**src/rtl/icomb_pkg.sv**
```systemverilog
package icomb_pkg;
  localparam int GRP_W    = 8;
  localparam int LANES    = 4;
  localparam int WORD_W   = GRP_W * LANES;
  localparam int OFF_W    = 4;

  localparam logic [OFF_W-1:0] OFF_EN_SET = 4'h0;
  localparam logic [OFF_W-1:0] OFF_EN_CLR = 4'h4;
  localparam logic [OFF_W-1:0] OFF_STAT   = 4'hC;

  typedef enum logic [1:0] {
    SEL_NONE = 2'd0,
    SEL_EN   = 2'd1,
    SEL_STAT = 2'd2
  } rd_sel_e;
endpackage

```
**src/rtl/icomb_decode.sv**
```systemverilog
module icomb_decode
  import icomb_pkg::*;
#(
  parameter int NUM_BANKS = 2,
  parameter int ADDR_W    = 8,
  parameter int BANK_W    = 1
) (
  input  logic [ADDR_W-1:0]    addr,
  input  logic                 wr,
  output logic [NUM_BANKS-1:0] set_stb,
  output logic [NUM_BANKS-1:0] clr_stb,
  output rd_sel_e              rd_sel,
  output logic [BANK_W-1:0]    rd_bank
);
  localparam int UB_W = ADDR_W - OFF_W;

  logic [UB_W-1:0]  upper;
  logic [OFF_W-1:0] off;
  logic             bank_hit;

  assign upper    = addr[ADDR_W-1:OFF_W];
  assign off      = addr[OFF_W-1:0];
  assign bank_hit = 32'(upper) < NUM_BANKS;
  assign rd_bank  = upper[BANK_W-1:0];

  for (genvar b = 0; b < NUM_BANKS; b++) begin : g_stb
    assign set_stb[b] = wr && (32'(upper) == b) && (off == OFF_EN_SET);
    assign clr_stb[b] = wr && (32'(upper) == b) && (off == OFF_EN_CLR);
  end

  always_comb begin
    rd_sel = SEL_NONE;
    if (bank_hit) begin
      if (off == OFF_EN_SET || off == OFF_EN_CLR) rd_sel = SEL_EN;
      else if (off == OFF_STAT)                   rd_sel = SEL_STAT;
    end
  end
endmodule

```
**src/rtl/icomb_group.sv**
```systemverilog
module icomb_group
  import icomb_pkg::*;
(
  input  logic             clk,
  input  logic             rst,
  input  logic             set_stb,
  input  logic             clr_stb,
  input  logic [GRP_W-1:0] wbyte,
  input  logic [GRP_W-1:0] src,
  output logic [GRP_W-1:0] en_o,
  output logic [GRP_W-1:0] stat_o,
  output logic             irq_o
);
  logic [GRP_W-1:0] en_q, stat_q;
  logic             irq_q;

  always_ff @(posedge clk) begin
    if (rst) begin
      en_q   <= '0;
      stat_q <= '0;
      irq_q  <= 1'b0;
    end else begin
      if (set_stb)      en_q <= en_q | wbyte;
      else if (clr_stb) en_q <= en_q & ~wbyte;
      stat_q <= src & en_q;
      irq_q  <= |(src & en_q);
    end
  end

  assign en_o   = en_q;
  assign stat_o = stat_q;
  assign irq_o  = irq_q;


  set_lands_chk: assert property (@(posedge clk) disable iff (rst)
    set_stb |=> ((en_q & $past(wbyte)) == $past(wbyte)));

  set_keeps_chk: assert property (@(posedge clk) disable iff (rst)
    set_stb |=> ((en_q & ~$past(wbyte)) == ($past(en_q) & ~$past(wbyte))));

  clr_lands_chk: assert property (@(posedge clk) disable iff (rst)
    clr_stb |=> ((en_q & $past(wbyte)) == '0));

  idle_hold_chk: assert property (@(posedge clk) disable iff (rst)
    (!set_stb && !clr_stb) |=> $stable(en_q));

  stat_masked_chk: assert property (@(posedge clk) disable iff (rst)
    1'b1 |=> ((stat_q & ~$past(en_q)) == '0));
endmodule

```
**src/rtl/icomb_rdmux.sv**
```systemverilog
module icomb_rdmux
  import icomb_pkg::*;
#(
  parameter int NUM_GROUPS = 8,
  parameter int NUM_BANKS  = 2,
  parameter int BANK_W     = 1
) (
  input  logic                        clk,
  input  logic                        rst,
  input  logic [NUM_GROUPS*GRP_W-1:0] en_all,
  input  logic [NUM_GROUPS*GRP_W-1:0] stat_all,
  input  rd_sel_e                     rd_sel,
  input  logic [BANK_W-1:0]           rd_bank,
  output logic [WORD_W-1:0]           rdata
);
  logic [WORD_W-1:0] en_word   [NUM_BANKS];
  logic [WORD_W-1:0] stat_word [NUM_BANKS];
  logic [WORD_W-1:0] rdata_q;

  for (genvar b = 0; b < NUM_BANKS; b++) begin : g_bank
    for (genvar l = 0; l < LANES; l++) begin : g_lane
      if (b * LANES + l < NUM_GROUPS) begin : g_used
        assign en_word[b][l*GRP_W +: GRP_W]   = en_all[(b*LANES+l)*GRP_W +: GRP_W];
        assign stat_word[b][l*GRP_W +: GRP_W] = stat_all[(b*LANES+l)*GRP_W +: GRP_W];
      end else begin : g_empty
        assign en_word[b][l*GRP_W +: GRP_W]   = '0;
        assign stat_word[b][l*GRP_W +: GRP_W] = '0;
      end
    end
  end

  always_ff @(posedge clk) begin
    if (rst) begin
      rdata_q <= '0;
    end else begin
      case (rd_sel)
        SEL_EN:   rdata_q <= en_word[rd_bank];
        SEL_STAT: rdata_q <= stat_word[rd_bank];
        default:  rdata_q <= '0;
      endcase
    end
  end

  assign rdata = rdata_q;


  unmapped_zero_chk: assert property (@(posedge clk) disable iff (rst)
    (rd_sel == SEL_NONE) |=> (rdata == '0));
endmodule

```
**src/rtl/icomb_top.sv**
```systemverilog
module icomb_top
  import icomb_pkg::*;
#(
  parameter int NUM_GROUPS = 8,
  parameter int ADDR_W     = 8
) (
  input  logic                        clk,
  input  logic                        rst,
  input  logic [ADDR_W-1:0]           reg_addr,
  input  logic [31:0]                 reg_wdata,
  input  logic                        reg_wr,
  output logic [31:0]                 reg_rdata,
  input  logic [NUM_GROUPS*8-1:0]     src_level,
  output logic [NUM_GROUPS-1:0]       grp_irq
);
  localparam int NUM_BANKS = (NUM_GROUPS + LANES - 1) / LANES;
  localparam int BANK_W    = (NUM_BANKS > 1) ? $clog2(NUM_BANKS) : 1;
  localparam int NSRC      = NUM_GROUPS * GRP_W;

  logic [NUM_BANKS-1:0] set_stb, clr_stb;
  rd_sel_e              rd_sel;
  logic [BANK_W-1:0]    rd_bank;
  logic [NSRC-1:0]      en_all, stat_all;

  icomb_decode #(
    .NUM_BANKS (NUM_BANKS),
    .ADDR_W    (ADDR_W),
    .BANK_W    (BANK_W)
  ) u_dec (
    .addr    (reg_addr),
    .wr      (reg_wr),
    .set_stb (set_stb),
    .clr_stb (clr_stb),
    .rd_sel  (rd_sel),
    .rd_bank (rd_bank)
  );

  for (genvar g = 0; g < NUM_GROUPS; g++) begin : g_grp
    localparam int BK = g / LANES;
    localparam int LN = g % LANES;

    icomb_group u_grp (
      .clk     (clk),
      .rst     (rst),
      .set_stb (set_stb[BK]),
      .clr_stb (clr_stb[BK]),
      .wbyte   (reg_wdata[LN*GRP_W +: GRP_W]),
      .src     (src_level[g*GRP_W +: GRP_W]),
      .en_o    (en_all[g*GRP_W +: GRP_W]),
      .stat_o  (stat_all[g*GRP_W +: GRP_W]),
      .irq_o   (grp_irq[g])
    );


    quiet_src_chk: assert property (@(posedge clk) disable iff (rst)
      (src_level[g*GRP_W +: GRP_W] == '0) |=> !grp_irq[g]);
  end

  icomb_rdmux #(
    .NUM_GROUPS (NUM_GROUPS),
    .NUM_BANKS  (NUM_BANKS),
    .BANK_W     (BANK_W)
  ) u_rd (
    .clk      (clk),
    .rst      (rst),
    .en_all   (en_all),
    .stat_all (stat_all),
    .rd_sel   (rd_sel),
    .rd_bank  (rd_bank),
    .rdata    (reg_rdata)
  );


  reset_quiet_chk: assert property (@(posedge clk)
    rst |=> (grp_irq == '0 && reg_rdata == '0));
endmodule

```
**config.mk**
```make
export PLATFORM = sky130hd
export DESIGN_NAME = icomb_top
export DESIGN_NICKNAME = d
export VERILOG_FILES = /design/src/rtl/icomb_pkg.sv /design/src/rtl/icomb_decode.sv /design/src/rtl/icomb_group.sv /design/src/rtl/icomb_rdmux.sv /design/src/rtl/icomb_top.sv
export SDC_FILE = /design/constraint.sdc
export NUM_CORES = 1
export LEC_CHECK = 0
export BUFFER_PORTS_ARGS = -buffer_cell sky130_fd_sc_hd__buf_4
export CAP_MARGIN = 0
export CORE_MARGIN = 5
export CORE_UTILIZATION = 40
export CTS_CLUSTER_SIZE = 12
export DETAILED_ROUTE_END_ITERATION = 12
export GPL_TIMING_DRIVEN = 0
export SETUP_SLACK_MARGIN = 0.5
export SYNTH_ARGS = -nofsm -noshare
export SYNTH_HDL_FRONTEND = slang
export SYNTH_SLANG_ARGS = --single-unit
```
**constraint.sdc**
```tcl
create_clock -name clk -period 1.6 [get_ports clk]
set_input_delay 0.24 -clock clk [delete_from_list [all_inputs] [get_ports clk]]
set_output_delay 0.24 -clock clk [all_outputs]
set_load 0.01 [all_outputs]
```
# After elaboration in Yosys (flattened, before gate mapping)
# Cells that the tools add are included.
[word_totals] reg_bits=168 in_bits=107 out_inout_bits=40 elab_cells=106
[op_classes] order_cmp=2 n_eq_ne=5 n_mux=26 n_bitwise=29 reduce_logical=19
[op_table] cell="32-bit two-way mux" count=6
[op_table] cell="8-bit bitwise AND" count=16
[op_table] cell="8-bit two-way mux" count=16
[op_table] cell="8-bit bitwise OR" count=8
[op_table] cell="32-bit case mux with 2 select lines" count=1
[op_table] cell="8-bit OR reduction" count=8
[op_table] cell="8-bit inverter" count=4
[op_table] cell="4-bit logical NOT" count=2
[op_table] cell="1-bit logical AND" count=6
[op_table] cell="2-bit two-way mux" count=3
[op_table] cell="4-bit by 1-bit equality test with 1-bit output, second input constant" count=1
[op_table] cell="4-bit by 3-bit equality test with 1-bit output, second input constant" count=1
[op_table] cell="4-bit equality test, second input constant" count=1
[op_table] cell="4-bit by 2-bit less-than comparator with 1-bit output, second input constant" count=1
[op_table] cell="2-bit nonzero test" count=2
[op_table] cell="2-bit by 1-bit equality test with 1-bit output, second input constant" count=1
[op_table] cell="2-bit equality test, second input constant" count=1
[op_table] cell="2-bit greater-or-equal comparator, second input constant" count=1
[op_table] cell="1-bit inverter with 2-bit output" count=1
[op_table] cell="1-bit logical OR" count=1

# Longest topological paths before layout
# Gate-level depths: netlist (run 1).
[logic_depth] depth_word=6 mapped_depth=6 ltp_nobuf=3

# Cells and area by module
# Synthesis (run 1) repeated with hierarchy kept, for this count alone.
[unflattened] hier_cells=674 area_unflattened_um2=6303.5
[modules_own_cells] module="icomb_group" n_inst=8 cells_each=64 area_per_inst_um2=571.8 seq_area_each_um2=340.3
[modules_own_cells] module="icomb_rdmux" n_inst=1 cells_each=149 area_per_inst_um2=1645.3 seq_area_each_um2=640.6
[modules_own_cells] module="icomb_decode" n_inst=1 cells_each=13 area_per_inst_um2=83.8 seq_area_each_um2=0.0

# Least setup slack after synthesis (run 1)
# OpenSTA, ideal clock, no wires.
[synth_timing] path_type="input-to-reg" startpoint="input reg_addr[3]" endpoint="register with a tool-made name" setup_ns=0.132 arrival_time_ns=1.169 required_ns=1.468 slack_ns=0.299 cell_stages=6 path_buffers=3 cell_sequence="buf_2 nor4b_2 buf_4 buf_2 nand4_1 mux2i_1"
[synth_lines] element="from (decl)" line_no="icomb_top.sv:9" rtl="input logic [ADDR_W-1:0] reg_addr,"

# Final worst setup path (run 1)
[layout_timing] startpoint="register g_grp[3].u_grp.irq_q" endpoint="output grp_irq[3]"
[layout_lines] element="from (decl)" line_no="icomb_group.sv:15" rtl="logic irq_q;"
[layout_lines] element="from (signal assigned)" line_no="icomb_group.sv:26" rtl="irq_q <= |(src & en_q);"
[layout_lines] element="to (decl)" line_no="icomb_top.sv:14" rtl="output logic [NUM_GROUPS-1:0] grp_irq"
# No word-level cell between the ends.

==> impl_metrics.prom, run 1 <==
# TYPE chip_impl_metric gauge
chip_impl_metric{name="timing.critical_path.arrival",unit="ps"} 960
chip_impl_metric{name="fp-row-count",unit=""} 47
chip_impl_metric{name="critPathMaxStageDelay",unit="ps"} 300
chip_impl_metric{name="htree_num_levels",unit=""} 4
chip_impl_metric{name="fmax",unit="MHz"} 833
chip_impl_info{name="final_common_cell",value="dfxtp_1"} 1
chip_impl_info{name="ys.flop_type",value="dfxtp_1"} 1
chip_impl_metric{name="fp.coreArea",unit="um2"} 16700
chip_impl_info{name="outcome",value="complete, no violations"} 1
chip_impl_metric{name="timing.final.crit_period",unit="ps"} 1200
chip_impl_metric{name="dieHeight",unit="um"} 141
chip_impl_metric{name="relSlewSlack",unit=""} 0.600
chip_impl_metric{name="finish.net_count",unit=""} 985
chip_impl_info{name="cts_tree",value="yes"} 1
chip_impl_metric{name="grt_resource_usage_total",unit=""} 0.215
chip_impl_info{name="crit_path_cell_trace",value="buf_4 > buf_6"} 1
chip_impl_metric{name="port_buffer_count",unit=""} 144
chip_impl_metric{name="drive_above_1_share",unit=""} 0.327
chip_impl_info{name="startpoint_type",value="flip-flop"} 1
chip_impl_metric{name="globalplace.congestion",unit=""} 0.837
chip_impl_metric{name="overflow",unit=""} 0
chip_impl_metric{name="cts_max_path_buffers",unit=""} 2
chip_impl_metric{name="syn_area_per_cell",unit="um2"} 9.65
chip_impl_metric{name="detail_route.wirelength",unit="um"} 21600
chip_impl_metric{name="pin_count_of_the_biggest_net_entering_global_routing",unit=""} 17
chip_impl_info{name="rsz0062_at_grt",value="yes"} 1
chip_impl_metric{name="path_clk_slew",unit="ps"} 60
chip_impl_info{name="criticalPathCategory",value="reg -> out"} 1
chip_impl_metric{name="detailed_place_hpwl",unit="um"} 16200
chip_impl_metric{name="number_of_enable_flip_flop_cells_after_synthesis",unit=""} 0
chip_impl_metric{name="hold-path-cell-count",unit=""} 3
chip_impl_metric{name="max_cap_viol_count",unit=""} 0
chip_impl_metric{name="worst-slew-pin-transition",unit="ps"} 600
chip_impl_info{name="cts_root_buffer",value="clkbuf_16"} 1
chip_impl_metric{name="detailedRoute.firstPassIterationCount",unit=""} 5
chip_impl_metric{name="fin_skew",unit="ps"} 5.40
chip_impl_metric{name="first_global_vias",unit=""} 5910
chip_impl_metric{name="clk_latency",unit="ps"} 430
chip_impl_metric{name="floorplan.io_pins",unit=""} 147
chip_impl_metric{name="post-route-period-util",unit=""} 0.750
chip_impl_info{name="most_frequent_cells_in_the_layout",value="dfxtp_1 (134), mux2i_1 (128), buf_4 (115)"} 1
chip_impl_metric{name="die_area",unit="um2"} 19900
chip_impl_metric{name="power.ir.vdd_worst",unit="mV"} 0.843
chip_impl_metric{name="via_per_inst",unit=""} 5.18
chip_impl_metric{name="timing.final.setup_violations",unit=""} 0
chip_impl_metric{name="remaining_drc_errors",unit=""} 0
chip_impl_metric{name="dp.cells",unit=""} 1075
chip_impl_metric{name="critical_path.n_buffers_inverters",unit=""} 2
chip_impl_metric{name="route.detailed.wl_per_inst",unit="um"} 19.5
chip_impl_metric{name="fin_cells",unit=""} 1111
chip_impl_metric{name="synthCells",unit=""} 711
chip_impl_metric{name="area_growth",unit="%"} 34.7
chip_impl_metric{name="totalPowerFinal",unit="W"} 0.00876
chip_impl_metric{name="worstSetupPathDepth",unit=""} 2
chip_impl_metric{name="vias",unit=""} 5758
chip_impl_metric{name="hold-worst-slack",unit="ps"} 48.1
chip_impl_metric{name="layout.cell_area.non_filler",unit="um2"} 9240
chip_impl_metric{name="synth_seq_cells",unit=""} 168
chip_impl_metric{name="final-hold-violation-count",unit=""} 0
chip_impl_metric{name="synth.cell_area",unit="um2"} 6860
chip_impl_metric{name="cts_hold_buf",unit=""} 0
chip_impl_metric{name="drt_first_iter_violations",unit=""} 356
chip_impl_metric{name="placement.cell_area",unit="um2"} 8410
chip_impl_metric{name="ff_latch_area",unit="um2"} 3410
chip_impl_metric{name="cellLeakagePower",unit="nW"} 3.98
chip_impl_metric{name="drtAntennaViolNets",unit=""} 0
chip_impl_metric{name="numClockSinks",unit=""} 168
chip_impl_metric{name="antennaDiodeCount",unit=""} 0
chip_impl_metric{name="finalMaxSlewViolations",unit=""} 0
chip_impl_info{name="critical-path-slowest-cell",value="dfxtp_1"} 1
chip_impl_metric{name="netlist-cell-type-count",unit=""} 22
chip_impl_metric{name="worst_ep_required",unit="ps"} 1360
chip_impl_metric{name="synth.net_count",unit=""} 818
chip_impl_info{name="cpLargestDelayFamily",value="flip-flops"} 1
chip_impl_metric{name="worst-r2r-cell-count",unit=""} 3
chip_impl_metric{name="critical_path_peak_fanout",unit=""} 1
chip_impl_metric{name="grt_pass1_wl",unit="um"} 32800
chip_impl_metric{name="ys.warnings.count",unit=""} 0
chip_impl_info{name="timing.hold.worst.class",value="in -> reg"} 1
chip_impl_metric{name="filler_cell_count",unit=""} 1559
chip_impl_metric{name="power_density",unit="nW/um2"} 947
chip_impl_metric{name="multiInputGateArea",unit="um2"} 3290
chip_impl_metric{name="initial_utilization",unit=""} 0.411
chip_impl_info{name="endpoint_kind",value="output pin"} 1
chip_impl_metric{name="grt_antenna_before_repair",unit=""} 0
chip_impl_metric{name="die-width",unit="um"} 141
chip_impl_metric{name="ys_seq_area_frac",unit=""} 0.490
chip_impl_metric{name="tritoncts.num_buffers",unit=""} 17
chip_impl_metric{name="synth_async_sr_flop_share",unit=""} 0
## routing by layer
metal / track usage / vias to the layer above / wire length (um)
met1: 0.288 / 2762 / 9680
met3: 0.0423 / 22 / 1350
li1: - / 2777 / -
met4: 0.0668 / 0 / 289
met5: 0 / - / 0
met2: 0.352 / 197 / 10300
## path summary, 6_finish.rpt
| check | start | endpoint | slack (ps) |
|---|---|---|---|
| max | g_grp[3].u_grp.irq_o$_SDFF_PP0_ | grp_irq[3] | 400 |
| min | src_level[48] | g_grp[6].u_grp.stat_o[0]$_SDFF_PP0_ | 50 |
| min reg2reg | flip-flop | g_grp[6].u_grp.stat_o[1]$_SDFF_PP0_ | 470 |
| max reg2reg | flip-flop | g_grp[2].u_grp.irq_o$_SDFF_PP0_ | 580 |
## metrics by stage
step,worst slack (ps),setup TNS (ps),utilization
floorplan,352,0,-
global placement,-110,-2590,0.504
detailed placement,-145,-2350,0.504
CTS,386,0,0.549
global route,376,0,0.553
finish,400,0,0.553
## worst reg2reg max path: stages, from the launching register on
cell,delay (ps)
dfxtp_1,360
nand2_1,100
and4_1,220
a41oi_1,250
## cells in the mapped netlist, types with 3 or more instances
master,count,share of area
buf_6,3,0.0049
nand4_1,32,0.029
nor2_1,96,0.052
nand2b_1,64,0.058
mux2i_1,128,0.19
dfxtp_1,168,0.49
buf_4,11,0.012
and4_1,9,0.011
nand2_1,66,0.036
nand3_1,32,0.023
buf_1,4,0.0022
buf_2,16,0.012
o22a_1,32,0.041
and2_1,7,0.0064
a41oi_1,7,0.0089
clkbuf_1,30,0.016
## timing repair
| action | CTS | global route |
|---|---|---|
| pin swaps | 1 | 0 |
| endpoints found under the setup margin | 181 | 167 |
| resized for setup | 67 | 31 |
| gates cloned | 0 | 1 |
| buffers inserted | 2 | 1 |
## kinds of logic (layout without fill, tap and decap cells)
logic type,after synthesis,in the layout,share of synthesized area
compound gates,40,40,0.0505
buf+inv,64,244,0.0472
flops,168,168,0.490
mux,128,128,0.187
simple gates,311,311,0.226
## power by group
part / switching (W) / internal [W] / leakage (nW) / total (W)
Clock: 0.00170 / 0.00222 / 0.276 / 0.00392
Sequential: 0.00000210 / 0.00418 / 1.37 / 0.00419
Combinational: 0.000357 / 0.000297 / 2.33 / 0.000654
Total: 0.00206 / 0.00670 / 3.98 / 0.00876
## layout make-up
type / count / area share
repair buffers: 148 / 0.137
plain buffers: 64 / 0.0482
clock inverters: 12 / 0.0110
well taps: 220 / 0.0298
clock buffers: 20 / 0.0494
flip-flops and latches: 168 / 0.368
multi-input cells: 479 / 0.356
Note: power is estimated with default switching activity, not from simulation.
==> run 2: changes to the inputs <==
Clock period 1.6 ns to 1.07 ns, I/O delays scaled along.
==> run 2 against run 1 <==
Net effect: the run now ends with hold timing, setup timing left; clock skew hardly changed; clock-buffer cell count stayed put; sequential cell count unchanged; register-to-register slack got worse by 400 ps; first-iteration DRC count grew 1.4%; clock power increased by 56%; die area is the same; via count is 5.3% higher; final cell count grew 3.0%; largest power group unchanged; highest routed layer unchanged.
==> impl_metrics.prom, run 2 (synthesis gave the netlist of run 1 again) <==
# TYPE chip_impl_metric gauge
chip_impl_info{name="outcome",value="finished with violations"} 1
chip_impl_info{name="failing_checks",value="hold timing, setup timing"} 1
chip_impl_metric{name="power_density",unit="nW/um2"} 1270
chip_impl_metric{name="finish.net_count",unit=""} 1018
chip_impl_metric{name="detailed_place_hpwl",unit="um"} 16200
chip_impl_metric{name="placement.cell_area",unit="um2"} 8670
chip_impl_metric{name="critical_path_peak_fanout",unit=""} 1
chip_impl_metric{name="grt_pass1_wl",unit="um"} 35000
chip_impl_metric{name="via_per_inst",unit=""} 5.30
chip_impl_metric{name="fin_skew",unit="ps"} 5.74
chip_impl_metric{name="grt_resource_usage_total",unit=""} 0.230
chip_impl_info{name="rsz0062_at_grt",value="yes"} 1
chip_impl_info{name="timing.hold.worst.class",value="in -> reg"} 1
chip_impl_info{name="cts_tree",value="yes"} 1
chip_impl_metric{name="initial_utilization",unit=""} 0.411
chip_impl_info{name="most_frequent_cells_in_the_layout",value="mux2i_1 (127), buf_4 (119), dfxtp_2 (98)"} 1
chip_impl_metric{name="vias",unit=""} 6062
chip_impl_metric{name="final_critical_path_setup_slack",unit="ps"} -49.3
chip_impl_metric{name="pin_count_of_the_biggest_net_entering_global_routing",unit=""} 17
chip_impl_metric{name="post-route-period-util",unit=""} 1.05
chip_impl_metric{name="die-width",unit="um"} 141
chip_impl_metric{name="detailedRoute.firstPassIterationCount",unit=""} 5
chip_impl_metric{name="max_cap_viol_count",unit=""} 0
chip_impl_metric{name="timing.critical_path.arrival",unit="ps"} 960
chip_impl_info{name="cpLargestDelayFamily",value="flip-flops"} 1
chip_impl_metric{name="setup-tns-final",unit="ps"} -339
chip_impl_info{name="startpoint_type",value="flip-flop"} 1
chip_impl_metric{name="totalPowerFinal",unit="W"} 0.0136
chip_impl_metric{name="final-hold-violation-count",unit=""} 50
chip_impl_metric{name="floorplan.io_pins",unit=""} 147
chip_impl_metric{name="layout.cell_area.non_filler",unit="um2"} 10700
chip_impl_metric{name="drive_above_1_share",unit=""} 0.555
chip_impl_metric{name="critPathMaxStageDelay",unit="ps"} 320
chip_impl_metric{name="dp.cells",unit=""} 1075
chip_impl_metric{name="timing.final.crit_period",unit="ps"} 1120
chip_impl_metric{name="relSlewSlack",unit=""} 0.549
chip_impl_metric{name="die_area",unit="um2"} 19900
chip_impl_metric{name="fp.coreArea",unit="um2"} 16700
chip_impl_metric{name="fin_cells",unit=""} 1144
chip_impl_metric{name="critical_path.n_buffers_inverters",unit=""} 2
chip_impl_metric{name="htree_num_levels",unit=""} 4
chip_impl_metric{name="finalMaxSlewViolations",unit=""} 0
chip_impl_metric{name="fmax",unit="MHz"} 893
chip_impl_metric{name="overflow",unit=""} 0
chip_impl_metric{name="path_clk_slew",unit="ps"} 60
chip_impl_metric{name="route.detailed.wl_per_inst",unit="um"} 20.3
chip_impl_metric{name="area_growth",unit="%"} 56.0
chip_impl_metric{name="antennaDiodeCount",unit=""} 0
chip_impl_metric{name="first_global_vias",unit=""} 6279
chip_impl_metric{name="power.ir.vdd_worst",unit="mV"} 1.27
chip_impl_info{name="critical_path.most_common_cell",value="buf_6"} 1
chip_impl_info{name="critical-path-slowest-cell",value="dfxtp_2"} 1
chip_impl_info{name="endpoint_kind",value="output pin"} 1
chip_impl_metric{name="detail_route.wirelength",unit="um"} 23200
chip_impl_metric{name="fp-row-count",unit=""} 47
chip_impl_metric{name="drt_first_iter_violations",unit=""} 361
chip_impl_info{name="criticalPathCategory",value="reg -> out"} 1
chip_impl_info{name="cts_root_buffer",value="clkbuf_16"} 1
chip_impl_metric{name="dieHeight",unit="um"} 141
chip_impl_metric{name="cellLeakagePower",unit="nW"} 4.50
chip_impl_metric{name="cts_max_path_buffers",unit=""} 2
chip_impl_metric{name="worst-slew-pin-transition",unit="ps"} 676
chip_impl_metric{name="globalplace.congestion",unit=""} 0.813
chip_impl_metric{name="clk_latency",unit="ps"} 430
chip_impl_metric{name="hold-worst-slack",unit="ps"} -37.4
chip_impl_metric{name="drtAntennaViolNets",unit=""} 0
chip_impl_metric{name="numClockSinks",unit=""} 168
chip_impl_metric{name="remaining_drc_errors",unit=""} 0
chip_impl_info{name="min-delay-start",value="src_level[49]"} 1
chip_impl_metric{name="port_buffer_count",unit=""} 144
chip_impl_metric{name="timing.final.setup_violations",unit=""} 9
chip_impl_metric{name="grt_antenna_before_repair",unit=""} 0
chip_impl_info{name="final_common_cell",value="mux2i_1"} 1
chip_impl_info{name="crit_path_launch",value="g_grp[7].u_grp.irq_o$_SDFF_PP0_"} 1
chip_impl_metric{name="worst_ep_required",unit="ps"} 910
chip_impl_metric{name="tritoncts.num_buffers",unit=""} 17
chip_impl_info{name="crit_path_cell_trace",value="buf_6 > buf_6"} 1
## run 2: final timing paths
path | to | slack (ps) | cells after the start
hold / removal | g_grp[6].u_grp.stat_o[1]$_SDFF_PP0_ | -40 | 3
setup / recovery | grp_irq[7] | -50 | 2
setup reg to reg | u_rd.rdata[4]$_SDFF_PP0_ | 180 | 4
hold reg to reg | g_grp[6].u_grp.stat_o[1]$_SDFF_PP0_ | 460 | 2
## run 2: repair_timing
action | in CTS | in global routing
hold endpoints to repair | 53 | 41
setup buffers | 23 | 7
setup endpoints to repair | 199 | 206
pin swaps | 62 | 52
cloned | 6 | 1
gates resized for setup | 234 | 100
## run 2: area by class of cell
class / instances / area, um2
fill: 1362 / 6000
multi-input combinational: 479 / 3870
sequential: 168 / 3510
timing repair buffer: 181 / 1760
buffer: 64 / 713
clock buffer: 20 / 457
tap: 220 / 275
clock inverter: 12 / 125
## run 2: where the power goes
group	switching [W]	internal [W]	leakage, nW
clock	0.00256	0.00355	0.282
sequential	0.00000377	0.00624	1.41
combinational	0.000655	0.000616	2.81
## run 2: metal layers
layer / up-vias / wire [um] / global-route usage
li1: 2857 / - / -
met5: - / 0 / 0
met1: 2973 / 10200 / 0.306
met2: 204 / 11400 / 0.378
met3: 28 / 1220 / 0.0450
met4: 0 / 432 / 0.0729
## run 2: stage by stage
step	setup slack (ps)	utilization
floorplan	-98.3	-
global placement	-588	0.519
detailed placement	-556	0.519
CTS	-71.4	0.615
global route	-117	0.641
finish	-49.3	0.641
## run 2: worst min-delay path: stages
cell and delay [ps]:
buf_4 80, nand2_2 50, nor2_2 60
